==> config.mk <==
export PLATFORM = sky130hd
export DESIGN_NAME = pchg_gate_override
export DESIGN_NICKNAME = d
export VERILOG_FILES = /design/src/rtl/pchg_pkg.sv /design/src/rtl/pair_interlock.sv /design/src/rtl/pchg_pattern.sv /design/src/rtl/pchg_gate_override.sv
export SDC_FILE = /design/constraint.sdc
export NUM_CORES = 1
export LEC_CHECK = 0
export BUFFER_PORTS_ARGS = -buffer_cell sky130_fd_sc_hd__clkbuf_2
export CAP_MARGIN = 20
export CORE_AREA = 2 2 39 41
export DETAILED_ROUTE_END_ITERATION = 7
export DIE_AREA = 0 0 41 43
export PLACE_DENSITY_LB_ADDON = 0.25
export SYNTH_ARGS = -nofsm -noshare
export SYNTH_HDL_FRONTEND = slang
export SYNTH_HIERARCHICAL = 1
export SYNTH_SLANG_ARGS = --single-unit
==> constraint.sdc <==
create_clock -name clk -period 1.8 [get_ports clk]
set_clock_uncertainty 0.05 [all_clocks]
set_input_delay 0 -clock clk [delete_from_list [all_inputs] [get_ports clk]]
set_output_delay 0 -clock clk [all_outputs]
set_load 0.05 [all_outputs]
==> src/rtl/pchg_pkg.sv <==
package pchg_pkg;

    typedef enum logic [1:0] {
        STEP_OFF = 2'b00,
        STEP_C2  = 2'b01,
        STEP_C1  = 2'b10,
        STEP_RSV = 2'b11
    } step_e;

    typedef struct packed {
        logic  en;
        step_e step;
    } cfg_t;

    localparam cfg_t CFG_IDLE = '{en: 1'b0, step: STEP_OFF};

endpackage

==> src/rtl/pair_interlock.sv <==
module pair_interlock (
    input  logic a_in,
    input  logic b_in,
    output logic a_out,
    output logic b_out
);
    always_comb begin
        a_out = a_in & ~b_in;
        b_out = b_in & ~a_in;
    end

    always_comb begin

        excl_chk: assert (!(a_out && b_out));
    end
endmodule

==> src/rtl/pchg_pattern.sv <==
module pchg_pattern
    import pchg_pkg::*;
#(
    parameter int NPAIRS = 3,
    parameter logic [NPAIRS-1:0] C2_MASK = 3'b011,
    parameter logic [NPAIRS-1:0] C1_MASK = 3'b001
) (
    input  step_e             step,
    output logic [NPAIRS-1:0] pat_hi,
    output logic [NPAIRS-1:0] pat_lo
);
    always_comb begin
        unique case (step)
            STEP_C2: pat_hi = C2_MASK;
            STEP_C1: pat_hi = C1_MASK;
            default: pat_hi = '0;
        endcase
        pat_lo = pat_hi;
    end

    always_comb begin

        rsv_off_chk: assert (step != STEP_RSV || pat_hi == '0);
    end
endmodule

==> src/rtl/pchg_gate_override.sv <==
module pchg_gate_override
    import pchg_pkg::*;
#(
    parameter int NPAIRS = 3,
    parameter logic [NPAIRS-1:0] C2_MASK = 3'b011,
    parameter logic [NPAIRS-1:0] C1_MASK = 3'b001
) (
    input  logic              clk,
    input  logic              rst_n,
    input  logic [NPAIRS-1:0] pwm_hi,
    input  logic [NPAIRS-1:0] pwm_lo,
    input  logic              pchg_en,
    input  logic [1:0]        pchg_step,
    output logic [NPAIRS-1:0] gate_hi,
    output logic [NPAIRS-1:0] gate_lo
);
    typedef struct packed {
        cfg_t              cfg;
        logic [NPAIRS-1:0] hi;
        logic [NPAIRS-1:0] lo;
    } state_t;

    state_t cur_q, nxt_d;
    cfg_t   cfg_in;
    logic [NPAIRS-1:0] ilk_hi, ilk_lo, pat_hi, pat_lo;

    for (genvar p = 0; p < NPAIRS; p++) begin : g_pair
        pair_interlock u_ilk (
            .a_in  (pwm_hi[p]),
            .b_in  (pwm_lo[p]),
            .a_out (ilk_hi[p]),
            .b_out (ilk_lo[p])
        );
    end

    pchg_pattern #(
        .NPAIRS  (NPAIRS),
        .C2_MASK (C2_MASK),
        .C1_MASK (C1_MASK)
    ) u_pat (
        .step   (cur_q.cfg.step),
        .pat_hi (pat_hi),
        .pat_lo (pat_lo)
    );

    always_comb begin
        cfg_in.en   = pchg_en;
        cfg_in.step = pchg_en ? step_e'(pchg_step) : STEP_OFF;
        nxt_d       = cur_q;
        nxt_d.cfg   = cfg_in;
        if (cfg_in != cur_q.cfg) begin
            nxt_d.hi = '0;
            nxt_d.lo = '0;
        end else if (cur_q.cfg.en) begin
            nxt_d.hi = pat_hi;
            nxt_d.lo = pat_lo;
        end else begin
            nxt_d.hi = ilk_hi;
            nxt_d.lo = ilk_lo;
        end
    end

    always_ff @(posedge clk or negedge rst_n) begin
        if (!rst_n) begin
            cur_q <= '{cfg: CFG_IDLE, hi: '0, lo: '0};
        end else begin
            cur_q <= nxt_d;
        end
    end

    assign gate_hi = cur_q.hi;
    assign gate_lo = cur_q.lo;


    no_shoot_normal_chk: assert property (@(posedge clk) disable iff (!rst_n)
        ((gate_hi & gate_lo) != '0) |-> cur_q.cfg.en);


    blank_on_change_chk: assert property (@(posedge clk) disable iff (!rst_n)
        (cur_q.cfg != $past(cur_q.cfg)) |-> (gate_hi == '0 && gate_lo == '0));


    idle_step_off_chk: assert property (@(posedge clk) disable iff (!rst_n)
        (cur_q.cfg.en && cur_q.cfg.step == STEP_OFF) |-> (gate_hi == '0 && gate_lo == '0));


    c1_subset_chk: assert property (@(posedge clk) disable iff (!rst_n)
        (cur_q.cfg.en && cur_q.cfg.step == STEP_C1) |-> ((gate_hi & ~C1_MASK) == '0));


    c2_subset_chk: assert property (@(posedge clk) disable iff (!rst_n)
        (cur_q.cfg.en && cur_q.cfg.step == STEP_C2) |-> ((gate_lo & ~C2_MASK) == '0));
endmodule

# After elaboration in Yosys (flattened, before gate mapping)
# Cells that the tools add are included.
# totals
memories	0
mem_bits_ro	0
latchBits	0
word_cells	23
ramBits	0
regBits	9
in_bits	11
output_inout_bits	6
# op_classes
add_sub_neg	0
muxes	4
bitwise_logic	12
n_eq_ne	3
multipliers	0
n_reduce_logical	0
shifts	0
n_lt_le_gt_ge	0
div_mod_pow	0
# ops
cell	n
$mux W6	2
$and A1 B1 Y1	6
$not A1 Y1	6
$pmux W2 S2	1
$ne A3 B3 Y1	1
$eq A2 B1 Y1 const B	1
$eq A2 B2 Y1 const B	1
$mux W2	1

# Depth between registers and ports, before layout
# depth
depth_word	4
mapped_depth	6
ltp_nobuf	5

# Cells and area by module
# Netlist, hierarchy kept.
# by_module_without_submodules
module	area_each_um2	instances	cells_per_inst	seq_area_each_um2
pchg_gate_override	488.0	1	41	225.2
pchg_pattern	53.8	1	8	0.0
pair_interlock	15.0	3	2	0.0

# Least setup slack after synthesis
# No wires, ideal clock.
# synth_timing
path_type	register -> register
start	register cur_q[6] (netlist name)
end	register cur_q (netlist bit gate_hi[1])
stages_incl_launch_ff	4
setup_ns	0.096
path_buffers	1
required_ns	1.654
synth_period_minus_slack_ns	1.286
t_arrival_ns	1.141
setup_slack_ns	0.514
cell_sequence	dfrtp_1 or4_4 buf_6 o32ai_2
# synth_lines
item	line_no	rtl
start: declaration	pchg_gate_override.sv:23	state_t cur_q, nxt_d;
start signal: assignment	pchg_gate_override.sv:65	cur_q <= '{cfg: CFG_IDLE, hi: '0, lo: '0};
start signal: assignment	pchg_gate_override.sv:67	cur_q <= nxt_d;

==> flow_summary.json <==
{
  "path_buf_inv": 2,
  "dieArea_sq_um": 1760,
  "num_antenna_cells": 0,
  "route.detailed.drc": 0,
  "crit_slowest_cell": "or4_4",
  "rows": 14,
  "ios": 17,
  "drtAntennaViolNets": 0,
  "finalHoldViolCount": 0,
  "post-dp-hpwl_um": 669,
  "powerDensity_nw_per_um2": 721,
  "synth-seq-cells": 9,
  "htree_levels": 1,
  "cts_hold_buf": 4,
  "cts_tree": "built",
  "syn-mean-instance-area_sq_um": 10.7,
  "cts_resized": 0,
  "cp_max_fo": 10,
  "path_class": "in -> reg",
  "status": "finished, final reports clean",
  "seq_area_frac_synth": 0.384,
  "swShare": 0.292,
  "power_frac_clock": 0.333,
  "synth.distinct_cells": 16,
  "maxCapViolations": 0,
  "cp_data_arrival_time_ns": 1.42,
  "seq_power_share": 0.454,
  "initial_core_util": 0.424,
  "ctsRootBufferMaster": "clkbuf_4",
  "reg2reg_setup_slack_ns": 0.51,
  "required_ns": 1.91,
  "rsz0062_at_grt": "no",
  "viasPerCell": 4.77,
  "placed_area_sq_um": 597,
  "final_common_cell": "clkbuf_2",
  "vias": 401,
  "layout_common_cells": "clkbuf_2, dfrtp_1, nand3_1, mux2i_1, o32ai_1",
  "grt_pass1_wl_um": 1540,
  "layout-drive-gt1-share": 0.368,
  "synthDominantCellAreaShare": 0.384,
  "fmax_mhz": 762,
  "num-fill-cells": 131,
  "switching_power_mw": 0.140,
  "setup_viol": 0,
  "path_cells": "dlygate4sd3_1 > clkbuf_2 > or4_4 > o32ai_1",
  "design_area_sq_um": 663,
  "gr-total-overflow": 0,
  "drt_iter0_markers": 5,
  "cp_top_family": "buffers and inverters",
  "wl_per_cell_um": 9.93,
  "irDropWorstVdd_mv": 0.239,
  "synth_area_leader_cell": "dfrtp_1",
  "place_congestion": 0.714,
  "min_period_ns": 1.31,
  "finalCritPeriodShare": 0.729,
  "clk_pin_slew_ns": 0.06,
  "cts-buffers-inserted": 3,
  "grt_max_degree": 11,
  "layout.nets": 81,
  "antenna_found_initial": 0,
  "clk_latency_ns": 0.26,
  "die_y_um": 43,
  "final_util": 0.479,
  "grt_usage": 0.132,
  "ys_warn_count": 6,
  "routed_wl_um": 834,
  "netlist_instances": 55,
  "hold_class": "in -> async",
  "first_pass_iters": 2,
  "multiInputGateArea_sq_um": 256,
  "slew_violations": 0,
  "syn_to_final_growth_pct": 13.0,
  "start_kind": "input port",
  "coreArea_sq_um": 1380,
  "pwr-share-comb": 0.213,
  "cp-end-kind": "register",
  "portBuffers": 16,
  "finalSetupTns_ns": 0,
  "grt_pass1_vias": 382,
  "ff_latch_area_sq_um": 225,
  "cts_setup_buffers": 0,
  "total_power_mw": 0.478,
  "clockBufferDepth": 2,
  "die_w_um": 41,
  "ys_top_cells_by_area": "dfrtp_1, buf_4, mux2i_1",
  "internal-power_mw": 0.338,
  "cpPeakStageDelay_ns": 0.58,
  "p_leak_nw": 0.333,
  "synth_area_sq_um": 587,
  "cts_sinks": 9
}
flip-flops by register name (all words and copies together), names as in the netlist:
signal / cells
gate_lo: 3
cur_q: 3
gate_hi: 3
per-layer routing:
layer  wire length, um  GRT usage
met1               379      0.168
met2               375      0.184
met3                69     0.0314
met4                10      0.100
met5                 0          0
stage by stage:
step                setup slack, ns  cells  hold WS, ns
global placement              0.530     76       -0.185
floorplan                     0.514     56       -0.346
finish                        0.488     84       0.0640
detailed placement            0.515     76       -0.181
CTS                           0.493     84       0.0662
global route                  0.397     84        0.127
cell type report:
cell class              instances  share of cell area
flip-flops and latches          9               0.340
repair buffers                 21               0.192
well taps                      16              0.0302
clock buffers                   4              0.0396
inverters                       2              0.0113
multi-input cells              32               0.387
final timing paths:
| path | startpoint | to | cells past startpoint |
|---|---|---|---|
| worst min register to register | cur_q[7]$_DFF_PN0_ | gate_lo[0]$_DFF_PN0_ | 2 |
| worst max register to register | cur_q[7]$_DFF_PN0_ | gate_hi[0]$_DFF_PN0_ | 5 |
| worst min-delay path | rst_n | gate_hi[2]$_DFF_PN0_ | 2 |
| max in group asynchronous | rst_n | cur_q[6]$_DFF_PN0_ | 2 |
| min in group clk | pwm_lo[2] | gate_hi[2]$_DFF_PN0_ | 4 |
| worst max-delay path | pchg_en | gate_hi[0]$_DFF_PN0_ | 4 |
cell families (layout without fill, tap and decap cells):
group,count (synthesis),after routing,synth area share
adders and majority gates,1,1,0.0213
other,1,2,0.00639
AOI/OAI and AO/OA,6,6,0.102
xor gates and xnor gates,2,2,0.0299
and+or+nand+nor,15,15,0.168
DFF,9,9,0.384
muxes,6,6,0.102
buffers and inverters,15,27,0.185
Yosys cell counts, drive strengths merged:
master	count
and2	2
and2b	3
buf	12
clkbuf	1
conb	1
dfrtp	9
ha	1
inv	2
mux2i	6
nand3	6
nor2b	3
o32ai	6
or4	1
xor2	2
power by group through the flow:
stage	clock network (mW)	registers [mW]	logic, mW
detailed placement	0	0.221	0.0961
global placement	0	0.221	0.0947
global route	0.168	0.218	0.115
finish	0.159	0.217	0.102
floorplan	0	0.219	0.0879
CTS	0.165	0.217	0.103
(Power assumes the default switching activity.)
